`src/rtl/blankchk_pkg.sv`:
```
package blankchk_pkg;
  typedef enum logic [1:0] {SEQ_IDLE, SEQ_ADDR, SEQ_CMD} seq_e;
  typedef enum logic [1:0] {EX_IDLE, EX_SETUP, EX_SCAN, EX_DONE} ex_e;
  localparam logic [7:0] CMD_BLANK_CHECK = 8'h05;
  localparam int ST_EMPTY = 0;
  localparam int ST_DONE  = 1;
  localparam int ST_BLANK = 2;
  localparam int ST_ERR   = 3;
endpackage

```
`src/rtl/bc_array_model.sv`:
```
module bc_array_model #(
  parameter int NUM_BLK = 4,
  parameter int OFF_W   = 5,
  parameter int DATA_W  = 16,
  localparam int BLK_W  = $clog2(NUM_BLK),
  localparam int AW     = BLK_W + OFF_W,
  localparam int WORDS  = 1 << OFF_W
) (
  input  logic               clk,
  input  logic               rst_n,
  input  logic               ld_we,
  input  logic [AW-1:0]      ld_addr,
  input  logic [DATA_W-1:0]  ld_data,
  input  logic [OFF_W-1:0]   rd_off,
  output logic [NUM_BLK-1:0] erased_vec
);
  for (genvar b = 0; b < NUM_BLK; b++) begin : g_blk
    logic [DATA_W-1:0] mem [WORDS];
    always_ff @(posedge clk) begin
      if (!rst_n) begin
        for (int i = 0; i < WORDS; i++) mem[i] <= '1;
      end else if (ld_we && ld_addr[AW-1:OFF_W] == BLK_W'(b)) begin
        mem[ld_addr[OFF_W-1:0]] <= ld_data;
      end
    end
    // a word counts as erased only when every bit is one
    assign erased_vec[b] = &mem[rd_off];
  end
endmodule

```
`src/rtl/bc_cmd_front.sv`:
```
module bc_cmd_front
  import blankchk_pkg::*;
#(
  parameter int NUM_BLK = 4,
  parameter int OFF_W   = 5,
  parameter int DATA_W  = 16,
  localparam int BLK_W  = $clog2(NUM_BLK),
  localparam int AW     = BLK_W + OFF_W
) (
  input  logic               clk,
  input  logic               rst_n,
  input  logic               bus_wr,
  input  logic               bus_space,
  input  logic [AW-1:0]      bus_addr,
  input  logic [DATA_W-1:0]  bus_wdata,
  input  logic               take,
  output logic               buf_valid,
  output logic [NUM_BLK-1:0] buf_mask,
  output logic               launch,
  output logic               acc_err
);
  seq_e               seq_q, seq_d;
  logic [NUM_BLK-1:0] sel_q, sel_d;
  logic [OFF_W-1:0]   off_q, off_d;
  logic               abort;

  logic [BLK_W-1:0]   blk_idx;
  logic [OFF_W-1:0]   wr_off;
  logic [NUM_BLK-1:0] blk_bit;
  logic               is_arr, is_cmd, is_stat, want_launch, code_ok;

  assign blk_idx     = bus_addr[AW-1:OFF_W];
  assign wr_off      = bus_addr[OFF_W-1:0];
  assign blk_bit     = NUM_BLK'(1) << blk_idx;
  assign is_arr      = bus_wr && bus_space;
  assign is_cmd      = bus_wr && !bus_space && bus_addr[0];
  assign is_stat     = bus_wr && !bus_space && !bus_addr[0];
  assign want_launch = is_stat && bus_wdata[0];
  assign code_ok     = (bus_wdata == DATA_W'(CMD_BLANK_CHECK));

  always_comb begin
    seq_d  = seq_q;
    sel_d  = sel_q;
    off_d  = off_q;
    abort  = 1'b0;
    launch = 1'b0;
    if (!buf_valid) begin
      unique case (seq_q)
        SEQ_IDLE: begin
          if (is_arr) begin
            seq_d = SEQ_ADDR;
            sel_d = blk_bit;
            off_d = wr_off;
          end else if (is_cmd || want_launch) begin
            abort = 1'b1;
          end
        end
        SEQ_ADDR: begin
          if (is_arr) begin
            if (wr_off == off_q) sel_d = sel_q | blk_bit;
            else                 abort = 1'b1;
          end else if (is_cmd) begin
            if (code_ok) seq_d = SEQ_CMD;
            else         abort = 1'b1;
          end else if (want_launch) begin
            abort = 1'b1;
          end
        end
        SEQ_CMD: begin
          if (want_launch)          launch = 1'b1;
          else if (is_arr || is_cmd) abort = 1'b1;
        end
        default: abort = 1'b1;
      endcase
    end
    if (abort || launch) begin
      seq_d = SEQ_IDLE;
      sel_d = '0;
    end
  end

  always_ff @(posedge clk) begin
    if (!rst_n) begin
      seq_q     <= SEQ_IDLE;
      sel_q     <= '0;
      off_q     <= '0;
      buf_valid <= 1'b0;
      buf_mask  <= '0;
      acc_err   <= 1'b0;
    end else begin
      seq_q <= seq_d;
      sel_q <= sel_d;
      off_q <= off_d;
      if (launch) begin
        buf_valid <= 1'b1;
        buf_mask  <= sel_q;
      end else if (take) begin
        buf_valid <= 1'b0;
      end
      if (abort)                          acc_err <= 1'b1;
      else if (is_stat && bus_wdata[3])   acc_err <= 1'b0;
    end
  end
endmodule

```
`src/rtl/bc_scan_engine.sv`:
```
module bc_scan_engine
  import blankchk_pkg::*;
#(
  parameter int NUM_BLK   = 4,
  parameter int OFF_W     = 5,
  parameter int SETUP_CYC = 4,
  parameter int DONE_CYC  = 10,
  localparam int WORDS    = 1 << OFF_W,
  localparam int TMAX     = (SETUP_CYC > DONE_CYC) ? SETUP_CYC : DONE_CYC,
  localparam int TW       = $clog2(TMAX + 1)
) (
  input  logic               clk,
  input  logic               rst_n,
  input  logic               launch,
  input  logic               buf_valid,
  input  logic [NUM_BLK-1:0] buf_mask,
  input  logic [NUM_BLK-1:0] erased_vec,
  output logic               take,
  output logic [OFF_W-1:0]   scan_off,
  output logic               complete,
  output logic               blank,
  output logic               busy
);
  ex_e                st_q;
  logic [TW-1:0]      tmr_q;
  logic [NUM_BLK-1:0] mask_q;
  logic               pass_q;
  logic               bad_word, last_word;

  assign take      = buf_valid && (st_q == EX_IDLE || (st_q == EX_DONE && tmr_q == '0));
  assign bad_word  = |(mask_q & ~erased_vec);
  assign last_word = (scan_off == OFF_W'(WORDS - 1));
  assign busy      = (st_q != EX_IDLE);

  always_ff @(posedge clk) begin
    if (!rst_n) begin
      st_q     <= EX_IDLE;
      tmr_q    <= '0;
      mask_q   <= '0;
      pass_q   <= 1'b0;
      scan_off <= '0;
      complete <= 1'b1;
      blank    <= 1'b0;
    end else begin
      unique case (st_q)
        EX_IDLE: begin
          if (take) begin
            st_q   <= EX_SETUP;
            tmr_q  <= TW'(SETUP_CYC - 2);
            mask_q <= buf_mask;
          end
        end
        EX_SETUP: begin
          if (tmr_q == '0) begin
            st_q     <= EX_SCAN;
            scan_off <= '0;
          end else begin
            tmr_q <= tmr_q - 1'b1;
          end
        end
        EX_SCAN: begin
          if (bad_word) begin
            st_q   <= EX_DONE;
            tmr_q  <= TW'(DONE_CYC - 1);
            pass_q <= 1'b0;
          end else if (last_word) begin
            st_q   <= EX_DONE;
            tmr_q  <= TW'(DONE_CYC - 1);
            pass_q <= 1'b1;
          end else begin
            scan_off <= scan_off + 1'b1;
          end
        end
        EX_DONE: begin
          if (tmr_q == '0) begin
            if (take) begin
              st_q   <= EX_SETUP;
              tmr_q  <= TW'(SETUP_CYC - 2);
              mask_q <= buf_mask;
            end else begin
              st_q     <= EX_IDLE;
              complete <= 1'b1;
              blank    <= pass_q;
            end
          end else begin
            tmr_q <= tmr_q - 1'b1;
          end
        end
        default: st_q <= EX_IDLE;
      endcase
      // a launch in the same cycle as a completion wins: its command is still pending
      if (launch) begin
        complete <= 1'b0;
        blank    <= 1'b0;
      end
    end
  end
endmodule

```
`src/rtl/blankchk_ctrl.sv`:
```
module blankchk_ctrl
  import blankchk_pkg::*;
#(
  parameter int NUM_BLK   = 4,
  parameter int OFF_W     = 5,
  parameter int DATA_W    = 16,
  parameter int OVH_CYC   = 14,
  parameter int SETUP_CYC = 4,
  localparam int BLK_W    = $clog2(NUM_BLK),
  localparam int AW       = BLK_W + OFF_W,
  localparam int DONE_CYC = OVH_CYC - SETUP_CYC
) (
  input  logic              clk,
  input  logic              rst_n,
  input  logic              bus_wr,
  input  logic              bus_space,
  input  logic [AW-1:0]     bus_addr,
  input  logic [DATA_W-1:0] bus_wdata,
  input  logic              ld_we,
  input  logic [AW-1:0]     ld_addr,
  input  logic [DATA_W-1:0] ld_data,
  output logic [3:0]        stat
);
  logic               buf_valid, take, launch, acc_err;
  logic               complete, blank, eng_busy;
  logic [NUM_BLK-1:0] buf_mask, erased_vec;
  logic [OFF_W-1:0]   scan_off;

  bc_cmd_front #(.NUM_BLK(NUM_BLK), .OFF_W(OFF_W), .DATA_W(DATA_W)) u_front (
    .clk(clk), .rst_n(rst_n), .bus_wr(bus_wr), .bus_space(bus_space),
    .bus_addr(bus_addr), .bus_wdata(bus_wdata), .take(take),
    .buf_valid(buf_valid), .buf_mask(buf_mask), .launch(launch), .acc_err(acc_err)
  );

  bc_scan_engine #(.NUM_BLK(NUM_BLK), .OFF_W(OFF_W),
                   .SETUP_CYC(SETUP_CYC), .DONE_CYC(DONE_CYC)) u_eng (
    .clk(clk), .rst_n(rst_n), .launch(launch), .buf_valid(buf_valid),
    .buf_mask(buf_mask), .erased_vec(erased_vec), .take(take),
    .scan_off(scan_off), .complete(complete), .blank(blank), .busy(eng_busy)
  );

  bc_array_model #(.NUM_BLK(NUM_BLK), .OFF_W(OFF_W), .DATA_W(DATA_W)) u_arr (
    .clk(clk), .rst_n(rst_n), .ld_we(ld_we), .ld_addr(ld_addr),
    .ld_data(ld_data), .rd_off(scan_off), .erased_vec(erased_vec)
  );

  always_comb begin
    stat           = '0;
    stat[ST_EMPTY] = !buf_valid;
    stat[ST_DONE]  = complete;
    stat[ST_BLANK] = blank;
    stat[ST_ERR]   = acc_err;
  end
endmodule

```
`config.mk`:
```
export PLATFORM = sky130hd
export DESIGN_NAME = blankchk_ctrl
export DESIGN_NICKNAME = d
export VERILOG_FILES = /design/src/rtl/blankchk_pkg.sv /design/src/rtl/bc_array_model.sv /design/src/rtl/bc_cmd_front.sv /design/src/rtl/bc_scan_engine.sv /design/src/rtl/blankchk_ctrl.sv
export SDC_FILE = /design/constraint.sdc
export NUM_CORES = 2
export LEC_CHECK = 0
export BUFFER_PORTS_ARGS = -buffer_cell sky130_fd_sc_hd__buf_2
export CORE_MARGIN = 5
export CORE_UTILIZATION = 30
export DETAILED_ROUTE_END_ITERATION = 8
export SETUP_SLACK_MARGIN = 0.05
export SLEW_MARGIN = 5
export SYNTH_ARGS = -nofsm -noshare
export SYNTH_HDL_FRONTEND = slang
export SYNTH_SLANG_ARGS = --single-unit
```
`constraint.sdc`:
```
create_clock -name clk -period 3.8 [get_ports clk]
set_input_delay 0.19 -clock clk [delete_from_list [all_inputs] [get_ports clk]]
set_output_delay 0.19 -clock clk [all_outputs]
set_load 0.005 [all_outputs]
```
After elaboration in Yosys (flattened, before gate mapping)
Memory sizes are Yosys's and may differ from the RTL's. A register that Yosys moved wholly into a read port is not among the register bits.
Index checks and enable logic that the tools add are counted.
{ "totals": {"wordCells": 188, "output_inout_bits": 4, "input_bits": 51, "memories": 4, "mem_bits_rw": 2048, "register_bits": 35} }
{ "mem_list": {"columns": ["name", "words", "width", "read_ports", "rd_clocked_by_memory_dff", "write_ports", "line_no", "rtl"], "rows": [
  ["u_arr.g_blk[0].mem", 32, 16, 1, 1, 32, "bc_array_model.sv:18", "logic [DATA_W-1:0] mem [WORDS];"],
  ["u_arr.g_blk[1].mem", 32, 16, 1, 1, 32, "bc_array_model.sv:18", null],
  ["u_arr.g_blk[2].mem", 32, 16, 1, 1, 32, "bc_array_model.sv:18", null],
  ["u_arr.g_blk[3].mem", 32, 16, 1, 1, 32, "bc_array_model.sv:18", null]
]} }
{ "op_classes": {"eq_ne": 25, "mux": 85, "n_shift": 1, "bitwise": 6, "reduce_logical": 52, "n_addsub": 2} }
{ "op_table": {"columns": ["cell", "n"], "rows": [
  ["$mux W5", 15],
  ["$mux W16", 4],
  ["$reduce_and A16 Y1", 4],
  ["$reduce_or A16 Y1", 4],
  ["$mux W1", 40],
  ["$mux W4", 10],
  ["$mux W2", 9],
  ["$eq A16 B3 Y1 const B", 1],
  ["$pmux W4 S2", 2],
  ["$pmux W4 S4", 1],
  ["$reduce_bool A2 Y1", 8],
  ["$ne A2 B1 Y1 const B", 7],
  ["$logic_and A1 B1 Y1", 12],
  ["$ne A2 B2 Y1 const B", 6],
  ["$eq A2 B2 Y1 const B", 5],
  ["$pmux W5 S2", 1],
  ["$reduce_and A3 Y1", 3],
  ["$pmux W2 S4", 1],
  ["$reduce_and A4 Y1", 2],
  ["$eq A2 B1 Y1 const B", 3],
  ["$logic_not A2 Y1", 3],
  ["$reduce_and A2 Y1", 3],
  ["$reduce_and A6 Y1", 1],
  ["$add A5 B1 Y5 const B", 1],
  ["other kinds (17)", 25]
]} }

Longest topological paths before layout
{ "logic_depth": {"word_depth": 11, "ltp_mapped": 13, "depth_no_buf": 9} }

Cells and area by module
Synthesis repeated with hierarchy kept, for this count alone.
{ "unflattened": {"hier_cells": 6208, "hier_area_um2": 85861.1} }
{ "by_module_without_submodules": {"columns": ["mod", "area_each_um2", "instances", "cells_per_inst"], "rows": [
  ["bc_array_model", 83859.2, 1, 5970],
  ["bc_scan_engine", 1094.8, 1, 129],
  ["bc_cmd_front", 880.8, 1, 105],
  ["blankchk_ctrl", 26.3, 1, 4]
]} }

Least setup slack after synthesis
Ideal clock, no wire load.
{ "synth_path": {"path_kind": "input to register", "startpoint": "in rst_n", "endpoint": "mem u_arr.g_blk[0].mem[13][0] (enable)", "required_ps": 3389, "path_slack_ps": 874, "cell_stages": 7, "t_arrival_ps": 2515, "setup_ps": 411, "cell_sequence": "clkbuf_1 -> nand2_1 -> or3_1 -> clkbuf_1 -> clkbuf_1 -> clkbuf_1 -> o21ai_0"} }
{ "synth_rtl": {"columns": ["element", "line_no", "rtl"], "rows": [
  ["start: declaration", "blankchk_ctrl.sv:14", "input logic rst_n,"],
  ["end: declaration", "bc_array_model.sv:18", null]
]} }

==> results.md <==
* WL met3 at 15900 µm
* CP cell instances: buf_12 > inv_2 > buf_4 > nor3_1 > o211ai_1 > and3_1 > a311o_1 > a22oi_1 > and4_2 > a21boi_1 > a221oi_2
* Fill cells at 27100
* Largest net degree at the start of global routing at 170
* Hold Fails Final Rpt at 0
* CP arrival at ~4.4 ns
* Initial antenna violation count at 24
* Largest area contributor in the netlist: edfxtp_1
* Max capacitance violation total at 0
* DR WL met2 at 107000 µm
* Worst-path clk slew at approximately 0.060 ns
* Yosys cell types at 63
* Post-Route Utilization at around a third
* Non-filler cells, final at 10100
* TritonCTS Sinks at 2088
* Max Freq at 277 MHz
* Vias in the first global route at 50200
* DRT antenna net count at 0
* Slew Viols, Final at 0
* Area contributors post-synth: edfxtp_1, or3_1, or2_2
* Crit path max fanout at 52
* Clk Latency, worst-skew pair at 0.85 ns
* CP endpoint kind: flip-flop
* WP data required at between 4 and 5 ns
* Reg area at 62300 µm²
* Clock power frac at 40.9%
* Post-CTS Setup Inserts at 0
* Cell area after layout at 97400 µm²
* WL/cell at around 22 µm
* Drt first-iter violations at 5125
* Root buffer cell: clkbuf_16
* Yosys reg bits at 2088
* Worst Hold Class: input pin to flip-flop
* # placed instances at 9623
* Internal at 37.7 mW
* Switching part of the total at 21.8%
* PwrDens at 495 nW/µm²
* RSZ-0062 raised after global routing: no
* Core footprint at approximately 280000 µm²
* Slowest cell on the critical path: dfxtp_4
* Number of synthesized flops with an enable pin at ~2000
* Slowest stage delay, CP at approximately 0.45 ns
* Max H-tree Level at 4
* Final TNS setup at 0 ns
* Layout cells sized above 1 at ~22%
* Ports at 55
* Syn Area/Cell at 13.8 µm²
* Area of the multi-input gates at 21100 µm²
* Die area at 297000 µm²
* Area share of the largest cell type after synthesis at 71.7%
* Cts bufs inserted at 212
* Slew headroom at 27.3%
* Min Clock Period, post-route at approximately 3.6 ns
* Uppermost routed layer: met4
* Critical path launch point type: flip-flop
* Drt drc at 0
* Area after DPL at 90500 µm²
* DP HPWL at ~120000 µm
* Status: finished, final reports clean
* Detailed Routing Iterations Pass 1 at 6
* Die H at between 500 and 600 µm
* CP top delay family: compound AO/OA/AOI/OAI gates
* Final Cycle Share at a little over nine tenths
* Final setup viols at 0
* Post-Synthesis Cells at 6214
* Asr flop ratio synth at 0%
* Peak VDD IR at 0.366 mV
* Worst slew pin tran at 1.09 ns
* WL final at 220000 µm
* Post-synth net total at 6274
* GRT Resource Usage Total at 14.4%
* Input/output buffers at 54
* CP bufs+invs at 3
* CTS tree: done
* Clock Tree Buf Depth at 3
* M1 WL at 90600 µm
* GPL Wtd Cong at 0.767
* Synthesized area at 85800 µm²
* First-pass GRT wire length at roughly 320000 µm
* Flop pwr share at 55.3%
* Sequential fraction of the synthesis area at between 70 and 80%
* Crit path kind: flip-flop to flip-flop
* Most frequent cells in the layout: edfxtp_1, or3_1, or2_2
* Die W at 545 µm
* Post-synth top flop: edfxtp_1
* Lkg Pwr at 28.8 nW
* Comb pwr share at 3.8%
* Worst clock skew at around 0.044 ns
* Most common cell after layout, fill and taps aside: edfxtp_1
* Total grt overflow at 0
* Vias at 51000
* P_sw at 10.5 mW
* Fin nets at 6170
* YS warnings at 0
* Layout area overhead at 13.5%
* Site row count at 196
* Initial Utilization at 30.1%
* Vias/cell at 5.08
==> per-stage QoR <==
stage | hold slack, ns | setup slack, ns | total power, mW
global route | 0.0362 | 0.0611 | 49.8
CTS | 0.00295 | 0.150 | 48.6
floorplan | 0.326 | 0.874 | 28.0
detailed placement | 0.441 | -0.0513 | 29.0
finish | 0.0675 | 0.185 | 48.3
global placement | 0.437 | -0.0580 | 28.9
==> state kept, by name, indices dropped and copies added (netlist names), named ones only <==
name / cells
u_arr.g_blk.mem: 2048
u_eng.blank: 1
u_eng.complete: 1
u_eng.mask_q: 4
u_eng.pass_q: 1
u_eng.scan_off: 5
u_eng.st_q: 2
u_eng.tmr_q: 4
u_front.acc_err: 1
u_front.buf_mask: 4
u_front.buf_valid: 1
u_front.off_q: 5
u_front.sel_q: 4
u_front.seq_q: 2
==> kinds of logic (layout without fill, tap and decap cells) <==
| logic type | Yosys count | after routing | synth area share (%) |
|---|---|---|---|
| muxes | 13 | 13 | 0.153 |
| buffers and inverters | 645 | 708 | 2.91 |
| adders and majority gates | 9 | 9 | 0.131 |
| AOI/OAI and AO/OA | 294 | 294 | 2.15 |
| other | 0 | 12 | 0 |
| xor gates and xnor gates | 6 | 6 | 0.0612 |
| DFF | 2088 | 2088 | 72.6 |
| and+or+nand+nor | 3159 | 3159 | 22.0 |
==> final timing paths <==
check | start | end | slack (ns) | cells past startpoint
max | flip-flop | u_eng.st_q[0] | 0.19 | 11
min | ld_addr[5] | u_arr.g_blk[0].mem[19][6] | 0.07 | 3
max reg2reg | flip-flop | u_eng.st_q[0] | 0.19 | 11
min reg2reg | u_eng.tmr_q[1] | u_eng.tmr_q[1] | 0.50 | 2
==> power by group through the flow <==
stage / logic (mW) / registers (mW) / clock network (mW)
3_3_place_gp: 1.78 / 27.1 / 0
6_report: 1.83 / 26.7 / 19.7
3_5_place_dp: 1.82 / 27.2 / 0
2_1_floorplan: 0.924 / 27.1 / 0
4_1_cts: 1.85 / 26.7 / 20.1
5_1_grt: 1.96 / 26.8 / 21.1
==> worst min-delay path, delay by kind of cell <==
family,cells,cell delay [ns]
buffers and inverters,1,0.17
and+or+nand+nor,2,0.46
==> cell usage after synthesis, types with 3 or more instances <==
library cell	count
a21oi_1	33
buf_1	6
a2111oi_2	4
nand4b_1	77
or3_1	1251
o22ai_1	55
nand2_1	276
clkinv_1	3
mux2i_1	12
a41oi_1	3
and2_1	4
inv_1	10
buf_4	9
nor3_1	104
nand4_1	402
edfxtp_1	2048
ha_1	9
o32ai_1	3
nor2_1	81
dfxtp_1	40
and3_1	9
buf_2	25
o211ai_1	36
o2111ai_1	9
a31oi_1	9
clkbuf_1	591
nand3_1	82
a32oi_1	3
a22oi_1	6
or2_2	804
o21ai_0	111
xor2_1	4
nor4_1	41
nor2b_1	5
nand2b_1	6
and4_1	7
==> timing repair <==
item,in CTS,in global routing
gates resized for setup,2,2
cloned,0,0
setup endpoints to repair,6,5
hold buffers,35,0
endpoints found under the hold margin,24,0
==> final cells by class <==
type	instances	area share [%]
Clock buffer	270	5.67
Antenna cell	12	0.0308
Timing Repair Buffer	314	2.76
Tap cell	3762	4.83
Multi-Input combinational cell	3481	21.7
Sequential cell	2088	64.0
Clock inverter	111	1.05
Inverter	13	0.0501
==> layer usage <==
metal | global-route usage, % | vias up
met5 | 0 | -
met4 | 5.13 | 0
met3 | 2.86 | 367
met2 | 24.0 | 1651
met1 | 18.8 | 25800
li1 | - | 23200
Power figures use the tool's default switching activity.
